`src/rtl/pic_pkg.sv`:
```
package pic_pkg;

    typedef enum logic [1:0] {
        TRIG_EDGE    = 2'd0,
        TRIG_LEVEL   = 2'd1,
        TRIG_LATCHED = 2'd2
    } trig_mode_e;

    localparam int unsigned BUS_W = 32;

    // Bits 0..n-1 set, the rest clear.
    function automatic logic [BUS_W-1:0] used_bits(input int unsigned n);
        if (n >= BUS_W) return '1;
        return (BUS_W'(1) << n) - BUS_W'(1);
    endfunction

endpackage

```
`src/rtl/pic_edge_detect.sv`:
```
module pic_edge_detect #(
    parameter int unsigned NUM_LINES = 32
) (
    input  logic                 clk,
    input  logic                 rst_n,
    input  logic [NUM_LINES-1:0] lines,
    output logic [NUM_LINES-1:0] rise
);
    typedef struct packed {
        logic [NUM_LINES-1:0] prev;
    } edge_state_t;

    edge_state_t st_d, st_q;

    always_comb begin
        st_d      = st_q;
        st_d.prev = lines;
        rise      = lines & ~st_q.prev;
    end

    always_ff @(posedge clk) begin
        if (!rst_n) st_q <= '0;
        else        st_q <= st_d;
    end
endmodule

```
`src/rtl/pic_status.sv`:
```
module pic_status
    import pic_pkg::*;
#(
    parameter int unsigned NUM_LINES = 32,
    parameter trig_mode_e  MODE      = TRIG_EDGE
) (
    input  logic                 clk,
    input  logic                 rst_n,
    input  logic [NUM_LINES-1:0] lines,
    input  logic                 wr_en,
    input  logic [NUM_LINES-1:0] wdata,
    output logic [NUM_LINES-1:0] status
);
    typedef struct packed {
        logic [NUM_LINES-1:0] pend;
    } status_state_t;

    status_state_t st_d, st_q;

    generate
        if (MODE == TRIG_EDGE) begin : g_edge
            logic [NUM_LINES-1:0] rise;
            logic [NUM_LINES-1:0] ack;

            pic_edge_detect #(.NUM_LINES(NUM_LINES)) u_edge (
                .clk   (clk),
                .rst_n (rst_n),
                .lines (lines),
                .rise  (rise)
            );

            always_comb begin
                ack       = wr_en ? wdata : '0;
                st_d      = st_q;
                // A fresh edge wins over an acknowledge in the same cycle.
                st_d.pend = (st_q.pend & ~ack) | rise;
            end
        end else if (MODE == TRIG_LEVEL) begin : g_level
            wire unused_level = &{1'b0, wr_en, wdata};

            always_comb begin
                st_d      = st_q;
                st_d.pend = lines;
            end
        end else begin : g_latched
            logic [NUM_LINES-1:0] drop;

            always_comb begin
                // Cleared only by a zero write while the line is already low.
                drop      = wr_en ? (~wdata & ~lines) : '0;
                st_d      = st_q;
                st_d.pend = lines | (st_q.pend & ~drop);
            end
        end
    endgenerate

    always_ff @(posedge clk) begin
        if (!rst_n) st_q <= '0;
        else        st_q <= st_d;
    end

    assign status = st_q.pend;
endmodule

```
`src/rtl/pic_regs.sv`:
```
module pic_regs
    import pic_pkg::*;
#(
    parameter int unsigned             NUM_LINES   = 32,
    parameter int unsigned             ADDR_W      = 16,
    parameter logic [ADDR_W-1:0]       STATUS_ADDR = 16'h0010,
    parameter logic [ADDR_W-1:0]       MASK_ADDR   = 16'h0011
) (
    input  logic                 clk,
    input  logic                 rst_n,
    input  logic                 bus_we,
    input  logic [ADDR_W-1:0]    bus_addr,
    input  logic [NUM_LINES-1:0] wdata,
    input  logic [NUM_LINES-1:0] status,
    output logic                 status_wr,
    output logic [NUM_LINES-1:0] mask,
    output logic [BUS_W-1:0]     bus_rdata,
    output logic                 irq_req
);
    typedef struct packed {
        logic [NUM_LINES-1:0] mask;
        logic                 irq;
    } regs_state_t;

    regs_state_t st_d, st_q;
    logic        hit_status;
    logic        hit_mask;

    always_comb begin
        hit_status = (bus_addr == STATUS_ADDR);
        hit_mask   = (bus_addr == MASK_ADDR);
        status_wr  = bus_we && hit_status;

        st_d       = st_q;
        if (bus_we && hit_mask) st_d.mask = wdata;
        st_d.irq   = |(status & st_q.mask);

        bus_rdata  = '0;
        if (hit_status)    bus_rdata[NUM_LINES-1:0] = status;
        else if (hit_mask) bus_rdata[NUM_LINES-1:0] = st_q.mask;
    end

    always_ff @(posedge clk) begin
        if (!rst_n) st_q <= '0;
        else        st_q <= st_d;
    end

    assign mask    = st_q.mask;
    assign irq_req = st_q.irq;
endmodule

```
`src/rtl/pic_top.sv`:
```
module pic_top
    import pic_pkg::*;
#(
    parameter int unsigned       NUM_LINES   = 32,
    parameter int unsigned       ADDR_W      = 16,
    parameter logic [ADDR_W-1:0] STATUS_ADDR = 16'h0010,
    parameter logic [ADDR_W-1:0] MASK_ADDR   = 16'h0011,
    parameter trig_mode_e        MODE        = TRIG_EDGE
) (
    input  logic                 clk,
    input  logic                 rst_n,
    input  logic [NUM_LINES-1:0] irq_lines,
    input  logic                 bus_we,
    input  logic [ADDR_W-1:0]    bus_addr,
    input  logic [31:0]          bus_wdata,
    output logic [31:0]          bus_rdata,
    output logic                 irq_req
);
    logic [NUM_LINES-1:0] status_w;
    logic [NUM_LINES-1:0] mask_w;
    logic [NUM_LINES-1:0] wdata_w;
    logic                 status_wr;

    assign wdata_w = bus_wdata[NUM_LINES-1:0];

    generate
        if (NUM_LINES < BUS_W) begin : g_narrow
            wire unused_wdata_hi = &{1'b0, bus_wdata[BUS_W-1:NUM_LINES]};
        end
    endgenerate

    pic_status #(
        .NUM_LINES (NUM_LINES),
        .MODE      (MODE)
    ) u_status (
        .clk    (clk),
        .rst_n  (rst_n),
        .lines  (irq_lines),
        .wr_en  (status_wr),
        .wdata  (wdata_w),
        .status (status_w)
    );

    pic_regs #(
        .NUM_LINES   (NUM_LINES),
        .ADDR_W      (ADDR_W),
        .STATUS_ADDR (STATUS_ADDR),
        .MASK_ADDR   (MASK_ADDR)
    ) u_regs (
        .clk       (clk),
        .rst_n     (rst_n),
        .bus_we    (bus_we),
        .bus_addr  (bus_addr),
        .wdata     (wdata_w),
        .status    (status_w),
        .status_wr (status_wr),
        .mask      (mask_w),
        .bus_rdata (bus_rdata),
        .irq_req   (irq_req)
    );
endmodule

```
`config.mk`:
```
export PLATFORM = sky130hd
export DESIGN_NAME = pic_top
export DESIGN_NICKNAME = d
export VERILOG_FILES = /design/src/rtl/pic_pkg.sv /design/src/rtl/pic_edge_detect.sv /design/src/rtl/pic_status.sv /design/src/rtl/pic_regs.sv /design/src/rtl/pic_top.sv
export SDC_FILE = /design/constraint.sdc
export NUM_CORES = 1
export LEC_CHECK = 0
export BUFFER_PORTS_ARGS = -buffer_cell sky130_fd_sc_hd__buf_4
export CAP_MARGIN = 10
export CORE_MARGIN = 3
export CORE_UTILIZATION = 39
export DETAILED_ROUTE_END_ITERATION = 16
export GPL_ROUTABILITY_DRIVEN = 0
export PLACE_DENSITY_LB_ADDON = 0.05
export SYNTH_ARGS = -nofsm -noshare
export SYNTH_HDL_FRONTEND = slang
export SYNTH_SLANG_ARGS = --single-unit
export TNS_END_PERCENT = 50
```
`constraint.sdc`:
```
create_clock -name clk -period 1.63 [get_ports clk]
set_clock_uncertainty 0.05 [all_clocks]
set_input_delay 0.0815 -clock clk [delete_from_list [all_inputs] [get_ports clk]]
set_output_delay 0.0815 -clock clk [all_outputs]
set_load 0.005 [all_outputs]
```
* Word level (Yosys, flattened, before mapping)
Cells that the tools add are included.
** Word-level totals
- Register bits after elaboration :: 97
- Bits in latches :: 0
- Bits in writable memories :: 0
- Bits in read-only memories :: 0
- Bits of input ports :: 83
- Output and inout bits :: 33
- Word-level logic and storage cells :: 18
- Memories kept :: 0
** Operators by class
- Add/subtract/negate cells :: 0
- Multiply operators :: 0
- Div/mod/pow operators :: 0
- Magnitude comparators :: 0
- Equal/unequal tests :: 2
- Shift operators :: 0
- Muxes and demuxes :: 3
- Bitwise operators :: 6
- Reduce and logical (&&, ||, !) cells :: 3
** Operators by type and width (number)
- $and A32 B32 Y32 :: 3
- $mux W32 :: 3
- $not A32 Y32 :: 2
- $eq A16 B5 Y1 const B :: 2
- $or A32 B32 Y32 :: 1
- $reduce_or A32 Y1 :: 1
- $logic_and A1 B1 Y1 :: 2

* Longest topological paths before layout
Gate-level depths: netlist (run 1).
- Depth in word-level cells :: 6
- Gate-level depth with buffers :: 7
- Mapped depth without buffers :: 4

* Modules after synthesis
From an unflattened synthesis (run 1), not the netlist that was laid out.
** Second synthesis, totals
- Cells, all modules :: 451
- Area total of the unflattened synthesis :: 4050.1 µm²
** Modules (own cells, without submodules)
- pic_regs :: times used 1, cells an instance 218, area each 1806.7 µm², seq. area each 660.6 µm²
- pic_status :: times used 1, cells an instance 134, area each 1151.1 µm², seq. area each 640.6 µm²
- pic_edge_detect :: times used 1, cells an instance 99, area each 1092.3 µm², seq. area each 640.6 µm²

* Worst setup path before layout (run 1)
OpenSTA, ideal clock, no wires.
- Path kind :: input to register
- Start point :: input bus_addr[7]
- End point :: register u_status.st_q (netlist bit u_status.status[11])
- Library setup time :: 0.117 ns
- Arrival time :: 1.138 ns
- Required time :: 1.463 ns
- Slack :: 0.325 ns
- Stages on the path :: 6
- Buffers on the path :: 2
- Cells stage by stage :: nor4b_2 -> and4_1 -> buf_6 -> buf_4 -> nand4b_1 -> a32o_1
** Between the ends
- Cells in the longest elaborated chain, start to end :: 6
** Ends and longest elaborated chain
- from (decl) :: RTL line pic_top.sv:14 : input logic [ADDR_W-1:0] bus_addr,
- $eq A16 B5 Y1 :: RTL line pic_regs.sv:30 : hit_status = (bus_addr == STATUS_ADDR);
- $logic_and A1 B1 Y1 :: RTL line pic_regs.sv:32 : status_wr = bus_we && hit_status;
- $mux W32 :: RTL line pic_status.sv:33 : ack = wr_en ? wdata : '0;
- $not A32 Y32 :: RTL line pic_status.sv:36 : st_d.pend = (st_q.pend & ~ack) | rise;
- $and A32 B32 Y32 :: RTL line pic_status.sv:36
- $or A32 B32 Y32 :: RTL line pic_status.sv:36
- to (signal assigned) :: RTL line pic_status.sv:59 : else st_q <= st_d;
- to (decl) :: RTL line pic_status.sv:18 : status_state_t st_d, st_q;
No other way between the ends.
A chain may end at the register's enable or synchronous reset.

* Final worst setup path (run 1)
- Start point :: input bus_addr[2]
- End point :: output bus_rdata[2]
** Between the ends
- Cells in the longest elaborated chain, start to end :: 3
- Elaborated cells between the ends (all ways) :: 4
- Those cells by class :: eq/ne (2); mux (2)
** Ends and longest elaborated chain
- $eq A16 B5 Y1 :: RTL line pic_regs.sv:31 : hit_mask = (bus_addr == MASK_ADDR);
- $mux W32 :: RTL line pic_regs.sv:40 : else if (hit_mask) bus_rdata[NUM_LINES-1:0] = st_q.mask;
- $mux W32 (*) :: RTL line pic_regs.sv:39 : if (hit_status) bus_rdata[NUM_LINES-1:0] = status;
- to (decl) :: RTL line pic_top.sv:16 : output logic [31:0] bus_rdata,
Every way passes the cells marked *; elsewhere a longest branch is shown, timed or not.

==> results of run 1 <==
power by group:
group / switching [W] / internal (W) / total (W)
combinational: 0.000205 / 0.000349 / 0.000554
clock: 0.000849 / 0.000789 / 0.00164
sequential: 0.0000811 / 0.00249 / 0.00257
worst max-delay path, cell delays in order:
cell and delay, ps:
sky130_fd_sc_hd__buf_4 120, sky130_fd_sc_hd__nor4_4 250, sky130_fd_sc_hd__and4_4 270, sky130_fd_sc_hd__and2b_4 230, sky130_fd_sc_hd__clkbuf_16 200, sky130_fd_sc_hd__a22o_1 160, sky130_fd_sc_hd__buf_4 110
logic make-up after synthesis:
logic type / count (synthesis)
flip-flops: 97
buffers and inverters: 68
multiplexers: 32
AND/OR/NAND/NOR: 140
AO/OA/AOI/OAI: 81
worst max-delay path by stage:
stage	slack, ps	start	to
6_report	80	bus_addr[2]	bus_rdata[2]
5_1_grt	9	bus_addr[2]	bus_rdata[21]
4_1_cts	20	bus_addr[2]	bus_rdata[23]
3_5_place_dp	-70	bus_addr[2]	u_regs.mask[15]
3_3_place_gp	-50	bus_addr[2]	u_regs.mask[16]
2_1_floorplan	320	bus_addr[7]	u_status.status[11]
cell type report:
class,count,area [um2]
Timing Repair Buffer,196,1770
Sequential cell,97,1940
Inverter,32,120
Clock inverter,5,53.8
Tap cell,136,170
Multi-Input combinational cell,253,1900
Clock buffer,11,151
Fill cell,906,4260
per-layer routing:
layer  share of wire  global-route usage
met5               0                   0
met1            0.48               0.281
met4           0.014              0.0686
met3           0.043              0.0311
met2            0.46               0.321
synth_stat cells (all sizes together), types with 2 or more instances:
cell     n  area share
a22oi   16       0.029
clkbuf  17       0.015
a32o    32       0.077
nor4     2      0.0030
nand2   64       0.058
buf     19       0.043
and2    33       0.049
inv     32       0.029
mux2i   32       0.077
dfxtp   97        0.46
nand4    4      0.0060
a22o    32       0.067
nand4b  32       0.067
layout by cell type (no fill, tap or decap):
master and instances:
sky130_fd_sc_hd__clkbuf_8 11, sky130_fd_sc_hd__nand3_4 1, sky130_fd_sc_hd__mux2i_1 32, sky130_fd_sc_hd__clkinv_2 3, sky130_fd_sc_hd__clkinv_4 1, sky130_fd_sc_hd__and4_4 1, sky130_fd_sc_hd__a22o_1 32, sky130_fd_sc_hd__buf_4 122
sky130_fd_sc_hd__bufinv_16 1, sky130_fd_sc_hd__nor4_2 1, sky130_fd_sc_hd__nor4b_2 1, sky130_fd_sc_hd__and2b_4 1, sky130_fd_sc_hd__o41a_1 1, sky130_fd_sc_hd__and2_1 32, sky130_fd_sc_hd__nor3_1 1, sky130_fd_sc_hd__a22oi_1 16
sky130_fd_sc_hd__clkbuf_16 3, sky130_fd_sc_hd__nand2_1 64, sky130_fd_sc_hd__and2_4 1, sky130_fd_sc_hd__a32o_1 32, sky130_fd_sc_hd__dlygate4sd3_1 64, sky130_fd_sc_hd__nand4_1 4, sky130_fd_sc_hd__inv_1 32, sky130_fd_sc_hd__dfxtp_1 97
sky130_fd_sc_hd__nor4_4 1, sky130_fd_sc_hd__nand4b_1 32, sky130_fd_sc_hd__buf_12 7
stage by stage:
stage | worst slack [ps] | utilization | hold WS (ps) | TNS (ps) | cells
2_1_floorplan | 325 | - | 170 | 0 | 418
3_5_place_dp | -74.0 | 0.497 | 265 | -1940 | 646
4_1_cts | 22.5 | 0.579 | 52.3 | 0 | 727
6_report | 77.0 | 0.589 | 56.8 | 0 | 730
5_1_grt | 9.28 | 0.589 | 62.3 | 0 | 730
3_3_place_gp | -54.0 | 0.497 | 260 | -1630 | 646
sequential cells by signal (all words and copies together) (netlist names):
name,flops
u_status.status,32
u_regs.mask,32
u_regs.irq_req,1
u_status.g_edge.u_edge.st_q,32
what timing repair did:
action	CTS	global route
gates cloned	0	3
hold buffers	64	0
setup buffers	1	0
resized for setup	1	8
setup endpoints to repair	16	32
pin swaps	1	1
hold endpoints to repair	85	0
==> Implementation_results.wiki, run 1 <==
{| class="wikitable"
! Metric !! Value
|-
| Sum of internal, switching and leakage power || 0.00476 W
|-
| Type of the worst setup path || primary input to output pin
|-
| Sequential fraction of the synthesis area || 0.465
|-
| Sort of element at the end of the critical path || output pin
|-
| Area fraction in compound gates after synthesis || 0.175
|-
| Count of warnings emitted by yosys || 0
|-
| Number of design rule violations left after detail routing || 0
|-
| Worst reg2reg setup slack || 240 ps
|-
| Reg-to-reg critical path startpoint || u_status.status[10]
|-
| Height of the chip || 109 um
|-
| Top-level port count || roughly 120
|-
| Die width || 109 um
|-
| Adder-Cell Fraction of Synth Area || 0
|-
| Instance count of the mapped netlist || 418
|-
| Detailed Route WL || between 10000 and 15000 um
|-
| Grt total ovfl || 0
|-
| CTS HTree Levels || 3
|-
| Power per unit of standard cell area || 780 mW/mm2
|-
| Worst rel slew slack || 0.698
|-
| Worst Max-Slew Pin Slew || 454 ps
|-
| Avg Synthesized Cell Area || between 9 and 10 um2
|-
| Number of vias per cell after detailed routing || roughly 5.2
|-
| Core Rows || 37
|-
| Reported leakage power || 2.71 nW
|-
| Run status || finished, final reports clean
|-
| Post-synthesis cell type count || 22
|-
| Worst VDD drop || ~410 uV
|-
| Final count of negative-setup-slack endpoints || 0
|-
| Fraction of the cycle the final worst path needs || 0.953
|-
| Combinational family with the most area after synthesis || simple AND/OR/NAND/NOR gates
|-
| Routed len/inst || between 15 and 20 um
|-
| Unrepaired setup endpoints after global routing || false
|-
| Mapped cell area || 0.00418 mm2
|-
| Max Cap Violations || 0
|-
| Total count of hold-check failures in the final report || 0
|-
| Post-synthesis register bit count || 97
|-
| Maximum operating frequency || between 0.6 and 0.7 GHz
|-
| Net count of the finished layout || 672
|-
| CTS tree || done
|-
| Number of diodes || 0
|-
| Worst-case clock buffer depth || 2
|-
| Initial antenna violation count || 0
|-
| Violation count after the first detailed-routing iteration || 163
|-
| Most common flop cell mapped by yosys || sky130_fd_sc_hd__dfxtp_1
|-
| Hold Path Depth || 3
|-
| Clock net sink count || just under 100
|-
| Simple-gate area share of the yosys netlist || 0.196
|-
| CTS root buf || sky130_fd_sc_hd__clkbuf_8
|-
| Number of buffers added by the clock tree synthesis step || 9
|-
| Final critical delay including setup and external delays || 1550 ps
|-
| Total non-filler cell area in the finished layout || 0.00611 mm2
|-
| Post-synthesis mux area share || 0.0767
|-
| Net count of the mapped netlist || 501
|-
| Proportion of layout cells with a drive suffix above 1 || 0.261
|-
| Area after detailed placement || 0.00515 mm2
|-
| Syn-to-layout area delta || 46.3%
|-
| Clock slew at reported path FFs || 100 ps
|-
| Via count || 3827
|-
| Sink of the worst hold path || u_regs.mask[31]
|-
| Pre-Repair DR Iteration Count || 5
|-
| Critical path peak fanout || 16
|-
| Pin count of the biggest net entering global routing || 39
|-
| Source of the worst hold timing path || rst_n
|-
| Number of enable-type register cells in the synthesized netlist || 0
|-
| Post-DP HPWL || 7900 um
|-
| Antenna-violating nets left || 0
|-
| Number of slew-limit violations in the final report || 0
|-
| Port Buf Inserts || between 100 and 150
|-
| Number of global-route vias before repair || approximately 3700
|-
| GRT Overall Usage || 0.203
|-
| Worst Path Arrival || approximately 1400 ps
|-
| Required time of the worst setup path || about 1500 ps
|-
| Initial core utilization || 0.403
|-
| Capture point of the worst reg-to-reg path || u_regs.irq_req
|-
| CP Launch Type || primary input
|-
| Global-route wire length before repair || 18900 um
|-
| Area of the die || 0.0120 mm2
|-
| Length in cells of the worst reg-to-reg path || 3
|-
| Core Area || between 0.01 and 0.015 mm2
|-
| Source-to-sink clock delay at the later pin of the worst-skew pair || 370 ps
|-
| Xor and xnor area share after synthesis || 0
|-
| Worst Hold Class || primary input to flip-flop
|-
| Share of synthesized flip-flops with an asynchronous set or reset || 0
|}
Power figures use the tool's default switching activity.
==> run 2, diff against run 1 <==
- CORE_UTILIZATION: 39 -> 40
- CTS_CLUSTER_SIZE: default -> 24
- SETUP_SLACK_MARGIN: default -> 0.1
==> run 2 against run 1 <==
- sequential power about the same
- cell area down 0.72%
- utilization up 2.0 points
- register-to-register slack about the same
- setup slack worse by 14 ps
- clock power down 12%
- die area down 2.4%
- largest power group unchanged
==> Implementation_results.wiki, run 2 (synthesis gave the netlist of run 1 again) <==
{| class="wikitable"
! Metric !! Value
|-
| Run status || finished, final reports clean
|-
| Die width || around 110 um
|-
| Height of the chip || 108 um
|-
| CTS HTree Levels || 3
|-
| Antenna-violating nets left || 0
|-
| Reported leakage power || about 2.7 nW
|-
| Detailed Route WL || 11900 um
|-
| Total non-filler cell area in the finished layout || 0.00606 mm2
|-
| Source-to-sink clock delay at the later pin of the worst-skew pair || 350 ps
|-
| Worst VDD drop || 404 uV
|-
| Clock net sink count || 97
|-
| Violation count after the first detailed-routing iteration || 203
|-
| Global-route wire length before repair || 18400 um
|-
| Final count of negative-setup-slack endpoints || 0
|-
| Unrepaired setup endpoints after global routing || true
|-
| Port Buf Inserts || ~120
|-
| Most common cell after layout, fill and taps aside || sky130_fd_sc_hd__buf_4
|-
| Grt total ovfl || 0
|-
| Number of diodes || 0
|-
| Routed len/inst || 16.4 um
|-
| Net count of the finished layout || 671
|-
| Top-level port count || 116
|-
| Syn-to-layout area delta || 45.2%
|-
| Worst Path Arrival || 1440 ps
|-
| Post-route setup TNS || 0 ps
|-
| Multi-input gate area || 0.00190 mm2
|-
| Final critical delay including setup and external delays || 1570 ps
|-
| CP Launch Type || primary input
|-
| Pre-Repair DR Iteration Count || 4
|-
| Clock slew at reported path FFs || 90 ps
|-
| CTS tree || done
|-
| Number of global-route vias before repair || around 3600
|-
| Number of buffers added by the clock tree synthesis step || 9
|-
| Area of the die || 0.0117 mm2
|-
| Critical path peak fanout || 8
|-
| Number of design rule violations left after detail routing || 0
|-
| Core Area || 0.00995 mm2
|-
| Area occupied by registers || 0.00194 mm2
|-
| Number of slew-limit violations in the final report || 0
|-
| Source of the worst hold timing path || rst_n
|-
| Fillcell total || 861
|-
| Initial antenna violation count || 0
|-
| Area after detailed placement || between 0.005 and 0.006 mm2
|-
| Proportion of layout cells with a drive suffix above 1 || 0.258
|-
| CTS root buf || sky130_fd_sc_hd__clkbuf_8
|-
| Core Rows || 36
|-
| Total count of hold-check failures in the final report || 0
|-
| Worst Hold Class || primary input to flip-flop
|-
| Placed cell count || 642
|-
| Worst rel slew slack || 0.707
|-
| GRT Overall Usage || 0.200
|-
| Power per unit of standard cell area || 754 mW/mm2
|-
| Worst-case clock buffer depth || 2
|-
| Reg-to-reg critical path startpoint || u_status.status[10]
|-
| Launching element of the worst setup path || bus_addr[1]
|-
| Number of standard cells in the final layout excluding fillers || ~730
|-
| Sort of element at the end of the critical path || output pin
|-
| Initial core utilization || 0.420
|-
| Post-DP HPWL || 7690 um
|-
| Type of the worst setup path || primary input to output pin
|-
| Maximum operating frequency || 0.638 GHz
|-
| Number of vias per cell after detailed routing || 5.16
|-
| Top library cells by usage in the layout, fill and taps aside || sky130_fd_sc_hd__buf_4, sky130_fd_sc_hd__dfxtp_1, sky130_fd_sc_hd__nand2_1, sky130_fd_sc_hd__dlygate4sd3_1
|-
| Fraction of the cycle the final worst path needs || 0.961
|-
| Required time of the worst setup path || ~1500 ps
|-
| Pin count of the biggest net entering global routing || 36
|-
| Via count || ~3700
|-
| Worst Max-Slew Pin Slew || 439 ps
|-
| Max Cap Violations || 0
|}
-- run 2: cell count changes in the layout (fill, tap and decap cells not counted) --
cell	change
sky130_fd_sc_hd__buf_4	-3
sky130_fd_sc_hd__buf_6	+4
sky130_fd_sc_hd__nor4b_2	-1
sky130_fd_sc_hd__clkinvlp_4	+2
sky130_fd_sc_hd__buf_16	+1
sky130_fd_sc_hd__nor4_2	+1
sky130_fd_sc_hd__nor4_4	-1
sky130_fd_sc_hd__clkbuf_16	-1
sky130_fd_sc_hd__bufinv_16	-1
sky130_fd_sc_hd__nor4b_4	+1
sky130_fd_sc_hd__clkinv_2	-2
sky130_fd_sc_hd__buf_12	-2
-- run 2: final cells by class --
class                   count  share of cell area
repair buffers            195               0.290
multi-input cells         253               0.313
flip-flops and latches     97               0.320
clock buffers              11              0.0250
inverters                  32              0.0198
well taps                 133              0.0274
clock inverters             4             0.00475
-- run 2: critical path, cell delays in order --
cell and delay, ps:
sky130_fd_sc_hd__buf_4 110, sky130_fd_sc_hd__nor4_2 240, sky130_fd_sc_hd__and4_4 280, sky130_fd_sc_hd__and2b_4 240, sky130_fd_sc_hd__clkbuf_16 190, sky130_fd_sc_hd__a22o_1 170
sky130_fd_sc_hd__buf_4 120
-- run 2: final timing paths --
check	slack, ps	cells after the start	endpoint
worst max-delay path	60	7	bus_rdata[18]
worst min-delay path	110	3	u_regs.mask[3]
worst max register to register	240	3	u_regs.irq_req
worst min register to register	410	2	u_status.status[4]
-- run 2: stage by stage --
step	hold WS (ps)	util	setup WS [ps]	power, W
final	113	0.609	62.9	0.00457
after global routing	123	0.609	33.3	0.00476
after CTS	110	0.600	44.3	0.00460
after detailed placement	265	0.514	-53.9	0.00304
after global placement	260	0.514	-31.2	0.00303
after floorplan	170	-	325	0.00280
-- run 2: where the power goes --
| group | leakage (nW) | internal, W | switching, W |
|---|---|---|---|
| Sequential | 0.801 | 0.00249 | 0.0000788 |
| Combinational | 1.80 | 0.000348 | 0.000202 |
| Clock | 0.0874 | 0.000631 | 0.000824 |
| Total | 2.68 | 0.00347 | 0.00110 |
-- run 2: layer usage --
metal | GRT usage | vias up | share of wire | routed length (um)
li1 | - | 1845 | - | -
met2 | 0.331 | 127 | 0.46 | 5490
met1 | 0.279 | 1764 | 0.48 | 5680
met3 | 0.0293 | 5 | 0.056 | 667
met4 | 0.0379 | 0 | 0.0035 | 41
met5 | 0 | - | 0 | 0
-- run 2: what timing repair did --
action | 4_1_cts | 5_1_grt
setup endpoints to repair | 32 | 32
cloned | 1 | 2
resized for setup | 5 | 9
buffers inserted | 1 | 0
hold endpoints to repair | 65 | 0
hold buffers | 64 | 0
pin swaps | 1 | 10
